**config.mk**
```make
export PLATFORM = sky130hd
export DESIGN_NAME = bpm_bit_detector
export DESIGN_NICKNAME = d
export VERILOG_FILES = /design/src/rtl/bpm_pkg.sv /design/src/rtl/bpm_edge_detect.sv /design/src/rtl/bpm_window_timer.sv /design/src/rtl/bpm_event_flags.sv /design/src/rtl/bpm_bit_detector.sv
export SDC_FILE = /design/constraint.sdc
export NUM_CORES = 1
export LEC_CHECK = 0
export CORE_UTILIZATION = 47
export CTS_CLUSTER_DIAMETER = 200
export DETAILED_ROUTE_END_ITERATION = 7
export PLACE_DENSITY = 0.84
export SLEW_MARGIN = 10
export SYNTH_ARGS = -nofsm -noshare
export SYNTH_HDL_FRONTEND = slang
export SYNTH_SLANG_ARGS = --single-unit
export TNS_END_PERCENT = 20
```
**constraint.sdc**
```tcl
create_clock -name clk -period 1.82 [get_ports clk]
set_input_delay 0.546 -clock clk [delete_from_list [all_inputs] [get_ports clk]]
set_output_delay 0.546 -clock clk [all_outputs]
set_load 0.1 [all_outputs]
```
**src/rtl/bpm_pkg.sv**
```systemverilog
package bpm_pkg;

    typedef enum logic {
        ST_HUNT   = 1'b0,
        ST_WINDOW = 1'b1
    } bpm_state_e;

    localparam int EV_ONE  = 0;
    localparam int EV_ZERO = 1;
    localparam int N_EV    = 2;

endpackage

```
**src/rtl/bpm_edge_detect.sv**
```systemverilog
module bpm_edge_detect #(
    parameter int SYNC_STAGES = 2
) (
    input  logic clk,
    input  logic rst_n,
    input  logic line_in,
    output logic edge_o
);
    localparam int FILL_W = $clog2(SYNC_STAGES + 2);
    localparam logic [FILL_W-1:0] FILL_MAX = FILL_W'(SYNC_STAGES + 1);

    typedef struct packed {
        logic [SYNC_STAGES-1:0] pipe;
        logic                   last;
        logic [FILL_W-1:0]      fill;
    } sync_t;

    sync_t q, d;

    logic primed;
    assign primed = (q.fill == FILL_MAX);

    always_comb begin
        d      = q;
        d.pipe = {q.pipe[SYNC_STAGES-2:0], line_in};
        d.last = q.pipe[SYNC_STAGES-1];
        if (!primed) begin
            d.fill = q.fill + FILL_W'(1);
        end
    end

    always_ff @(posedge clk) begin
        if (!rst_n) begin
            q <= '0;
        end else begin
            q <= d;
        end
    end

    // an edge is any level change between the last two settled samples
    assign edge_o = primed && (q.pipe[SYNC_STAGES-1] ^ q.last);

endmodule

```
**src/rtl/bpm_window_timer.sv**
```systemverilog
module bpm_window_timer #(
    parameter int CNT_W = 16
) (
    input  logic             clk,
    input  logic             rst_n,
    input  logic             start,
    input  logic             stop,
    input  logic [CNT_W-1:0] len,
    output logic             active_o,
    output logic             expire_o
);
    typedef struct packed {
        logic             active;
        logic [CNT_W-1:0] cnt;
    } tmr_t;

    tmr_t q, d;

    // a loaded length of 0 closes the window after one cycle, same as 1
    assign expire_o = q.active && (q.cnt <= CNT_W'(1));
    assign active_o = q.active;

    always_comb begin
        d = q;
        if (start) begin
            d.active = 1'b1;
            d.cnt    = len;
        end else if (q.active) begin
            if (stop || expire_o) begin
                d.active = 1'b0;
            end else begin
                d.cnt = q.cnt - CNT_W'(1);
            end
        end
    end

    always_ff @(posedge clk) begin
        if (!rst_n) begin
            q <= '0;
        end else begin
            q <= d;
        end
    end

endmodule

```
**src/rtl/bpm_event_flags.sv**
```systemverilog
module bpm_event_flags #(
    parameter int N_EV = 2
) (
    input  logic            clk,
    input  logic            rst_n,
    input  logic [N_EV-1:0] set,
    input  logic [N_EV-1:0] ack,
    output logic [N_EV-1:0] flag
);
    typedef struct packed {
        logic [N_EV-1:0] flag;
    } flg_t;

    flg_t q, d;
    logic [N_EV-1:0] nxt;

    // set has priority over a simultaneous acknowledge
    for (genvar i = 0; i < N_EV; i++) begin : g_flag
        assign nxt[i] = set[i] | (q.flag[i] & ~ack[i]);
    end

    always_comb begin
        d      = q;
        d.flag = nxt;
    end

    always_ff @(posedge clk) begin
        if (!rst_n) begin
            q <= '0;
        end else begin
            q <= d;
        end
    end

    assign flag = q.flag;

endmodule

```
**src/rtl/bpm_bit_detector.sv**
```systemverilog
module bpm_bit_detector
    import bpm_pkg::*;
#(
    parameter int CNT_W       = 16,
    parameter int SYNC_STAGES = 2
) (
    input  logic             clk,
    input  logic             rst_n,
    input  logic             line_in,
    input  logic [CNT_W-1:0] win_len,
    input  logic             ack_one,
    input  logic             ack_zero,
    output logic             irq_one,
    output logic             irq_zero
);
    typedef struct packed {
        bpm_state_e state;
    } fsm_t;

    fsm_t q, d;

    logic            edge_pulse;
    logic            tmr_start;
    logic            tmr_active;
    logic            tmr_expire;
    logic            one_evt;
    logic            zero_evt;
    logic [N_EV-1:0] ev_set;
    logic [N_EV-1:0] ev_ack;
    logic [N_EV-1:0] ev_flag;

    bpm_edge_detect #(
        .SYNC_STAGES(SYNC_STAGES)
    ) i_edge (
        .clk    (clk),
        .rst_n  (rst_n),
        .line_in(line_in),
        .edge_o (edge_pulse)
    );

    // decisions: an edge inside the window wins over a closing window
    assign tmr_start = (q.state == ST_HUNT) && edge_pulse;
    assign one_evt   = (q.state == ST_WINDOW) && edge_pulse;
    assign zero_evt  = (q.state == ST_WINDOW) && !edge_pulse && tmr_expire;

    bpm_window_timer #(
        .CNT_W(CNT_W)
    ) i_timer (
        .clk     (clk),
        .rst_n   (rst_n),
        .start   (tmr_start),
        .stop    (one_evt),
        .len     (win_len),
        .active_o(tmr_active),
        .expire_o(tmr_expire)
    );

    always_comb begin
        d = q;
        unique case (q.state)
            ST_HUNT: begin
                if (edge_pulse) d.state = ST_WINDOW;
            end
            ST_WINDOW: begin
                // the deciding edge is consumed; the next edge opens a cell
                if (one_evt || zero_evt) d.state = ST_HUNT;
            end
            default: d.state = ST_HUNT;
        endcase
    end

    always_ff @(posedge clk) begin
        if (!rst_n) begin
            q <= '{state: ST_HUNT};
        end else begin
            q <= d;
        end
    end

    always_comb begin
        ev_set          = '0;
        ev_ack          = '0;
        ev_set[EV_ONE]  = one_evt;
        ev_set[EV_ZERO] = zero_evt;
        ev_ack[EV_ONE]  = ack_one;
        ev_ack[EV_ZERO] = ack_zero;
    end

    bpm_event_flags #(
        .N_EV(N_EV)
    ) i_flags (
        .clk  (clk),
        .rst_n(rst_n),
        .set  (ev_set),
        .ack  (ev_ack),
        .flag (ev_flag)
    );

    assign irq_one  = ev_flag[EV_ONE];
    assign irq_zero = ev_flag[EV_ZERO];

endmodule

```
==> metrics.csv <==
stage,metric,value,unit
power_and_ir_drop,Pleak,0.784,nW
cts,CTS root buf,clkbuf_4,
run_status,failing checks,setup timing,
drt,vias,1566,
synth,post-synthesis simple-gate area fraction,0.242,
global_routing,via count of the first global-routing pass,1392,
global_routing,first-pass GRT wire length,6.47,mm
cts,total clock sinks,25,
setup_path,"Worst Path Class, Setup",reg2reg,
cts,htree depth,1,
timing,Setup Skew,0.0106,ns
setup_path,Crit path arrival time,2.32,ns
timing,worst slew pin tran,0.498,ns
synth,synth top area cells,"dfxtp_1, nand2_1, nand3_1, a21oi_1, ha_1",
power_and_ir_drop,PwrDens,579,mW/mm^2
setup_path,worst reg2reg endpoint,i_timer.q[9],
floorplan,io pins,23,
power_and_ir_drop,maximum vdd ir drop,528,uV
timing,fin crit share,1.15,
floorplan,core box area,0.00273,mm^2
synth,number of synthesized flops with an enable pin,0,
synth,post-synthesis mux area share,0.0222,
drt,number of DRC markers in iteration 0,106,
timing,FMAX,479,MHz
global_routing,gr usage total,0.268,
cells_and_area,diode count,0,
cells_and_area,area growth from synthesis to final layout,47.2,%
run_status,status,finished with violations,
hold_path,Worst Hold Path EP,i_edge.d[2],
setup_path,"setup slack, reg-to-reg",-0.27,ns
floorplan,initial core utilization,0.495,
cts,Clock Tree Buf Depth,2,
synth,xor/xnor share of the synthesized area,0.0323,
setup_path,Worst Setup End Kind,register,
synth,predominant post-synthesis flop cell,dfxtp_1,
synth,Synth area leader,dfxtp_1,
setup_path,CP required,2.05,ns
floorplan,cell row count,19,
setup_path,R2R Path Start,i_timer.q[2],
synth,Post-Synthesis Cells,152,
floorplan,Die H,55.7,um
run,max-cap violations,0,
floorplan,die area,0.00310,mm^2
timing,Final Hold Viols,0,
global_routing,total congestion overflow,0,
cts,CTS Buf Count,3,
timing,RSZ-0062 raised after global routing,yes,
synth,Syn. warnings,0,
timing,final hold slack,0.446,ns
synth,main combinational cell family by area after synthesis,compound AO/OA/AOI/OAI gates,
drt,total iterations of the first detailed-routing run,5,
synth,Yosys cell types,49,
synth,Mapped Nets,176,
drt,Residual DRC,0,
synth,"Seq/Total Area, Yosys",0.370,
drt,final WL,4.64,mm
synth,Synth Area in Compound Gates,0.249,
timing,Final WS setup,-0.269,ns
cts,CTS tree,yes,
floorplan,die width,55.7,um
drt,Avg WL per Cell,19.5,um
cells_and_area,Final #Nets,232,
hold_path,worst hold start,i_edge.d[4],
global_routing,antenna violations before repair,0,
synth,Seq cells post-synth,25,
synth,Yosys top cell area share,0.370,
setup_path,crit start category,register,
synth,cell with the most instances after synthesis,dfxtp_1,
timing,fin crit period,2.09,ns
hold_path,WHS Path Cells,1,
synth,"Cell Area, Synth",0.00135,mm^2
setup_path,Crit Path Max Fanout,6,
placed_design,dpl ws,-0.299,ns
cells_and_area,fillcell total,192,
cts,Worst-Skew Late Latency,0.34,ns
global_routing,largest net degree at the start of global routing,20,
timing,Pins Over Slew Limit,0,
synth,Adder-Cell Fraction of Synth Area,0.0277,
timing,Final Setup Violations,16,
timing,Slew headroom,0.668,
synth,mean cell area of the mapped netlist,8.91,um^2
setup_path,Worst R2R Path Depth,6,
cts,cts hold-fix bufs,0,
cells_and_area,share of cells above drive strength 1,0.309,
synth,ys async rst share,0,
placed_design,PortBufs,22,
hold_path,Hold Crit Class,reg2reg,
cells_and_area,storage element area,508,um^2
drt,antenna-violating nets left,0,
drt,vias per cell,6.58,
cts,clk slew on worst S/H paths,0.16,ns
placed_design,gpl congestion,0.907,
cells_and_area,area of the multi-input gates,883,um^2
placed_design,DPL Wire Length,2.59,mm
synth,Post-synth top cells,"dfxtp_1, nand2_1, nand3_1, nor2_1, a21oi_1",
power by group:
group	total (W)	internal [W]	switching, W
clock	0.000274	0.0000829	0.000191
sequential	0.000580	0.000566	0.0000145
combinational	0.000300	0.000152	0.000148
total	0.00115	0.000801	0.000354
final cells by class:
cell class / instances / share of cell area
Sequential cell: 25 / 0.255
Inverter: 7 / 0.0144
Multi-Input combinational cell: 114 / 0.443
Clock inverter: 1 / 0.00251
Clock buffer: 3 / 0.0113
Tap cell: 31 / 0.0195
Timing Repair Buffer: 57 / 0.254
registers in the layout, indices dropped and copies added (netlist names):
signal            cells
i_timer.active_o      1
i_edge.q              3
i_edge.d              2
i_timer.q            16
i_flags.flag          2
q                     1
what timing repair did:
action / in CTS / in global routing
setup buffers: 2 / 4
endpoints found under the setup margin: 16 / 18
resized for setup: 7 / 12
cloned: 1 / 1
pin swaps: 9 / 15
metrics by stage:
stage	power, W	cells	TNS, ns	instance area [um^2]	utilization
finish	0.00115	238	-2.01	1990	0.729
global route	0.00120	238	-2.90	1990	0.729
CTS	0.00110	233	-1.80	1900	0.693
detailed placement	0.000826	226	-2.92	1820	0.665
global placement	0.000816	226	-2.11	1820	0.665
floorplan	0.000710	152	-0.0158	1370	-
worst max-delay path by stage:
stage,cells past startpoint,slack [ns],start,endpoint
global route,6,-0.30,i_timer.q[2],i_timer.q[9]
finish,6,-0.27,i_timer.q[2],i_timer.q[9]
CTS,8,-0.16,i_timer.q[1],i_timer.q[11]
floorplan,6,-0.01,i_timer.q[10],i_timer.q[9]
detailed placement,7,-0.30,i_timer.q[0],i_timer.q[4]
global placement,7,-0.24,i_timer.q[0],i_timer.q[4]
cell families (layout without fill, tap and decap cells):
logic type      count (synthesis)  in the layout
simple gates                   59             59
compound gates                 42             44
flops                          25             25
buf+inv                        15             68
xor+xnor                        5              5
fa+ha+maj                       3              3
mux                             3              3
cell usage in the layout (no fill, tap or decap), types with 3 or more instances in the layout:
cell type	Yosys	routed
a21oi_1	9	9
a22oi_1	3	3
a31oi_1	4	4
a32oi_1	3	3
and2_1	4	4
buf_4	0	34
clkbuf_4	0	3
clkdlybuf4s50_1	0	20
dfxtp_1	25	21
dfxtp_2	0	3
inv_1	6	4
mux2i_1	3	3
nand2_1	14	14
nand3_1	10	8
nor2_1	10	9
nor3_1	3	3
nor4_1	3	3
o311ai_1	3	4
or3_1	3	3
xnor2_1	3	3
metal layers:
| layer | track usage | wire length (um) | up-vias |
|---|---|---|---|
| met3 | 0.0605 | 367 | 31 |
| met4 | 0.104 | 259 | 0 |
| met1 | 0.326 | 1760 | 739 |
| met5 | 0 | 0 | - |
| li1 | - | - | 693 |
| met2 | 0.460 | 2260 | 103 |
critical path, stage by stage, from the launching register on:
cell and delay (ns):
dfxtp_2 0.35, or4_4 0.55, nor4_4 0.19, buf_4 0.21, a221oi_4 0.11, a222oi_1 0.46, nor2_1 0.10
Note: power is estimated with default switching activity, not from simulation.
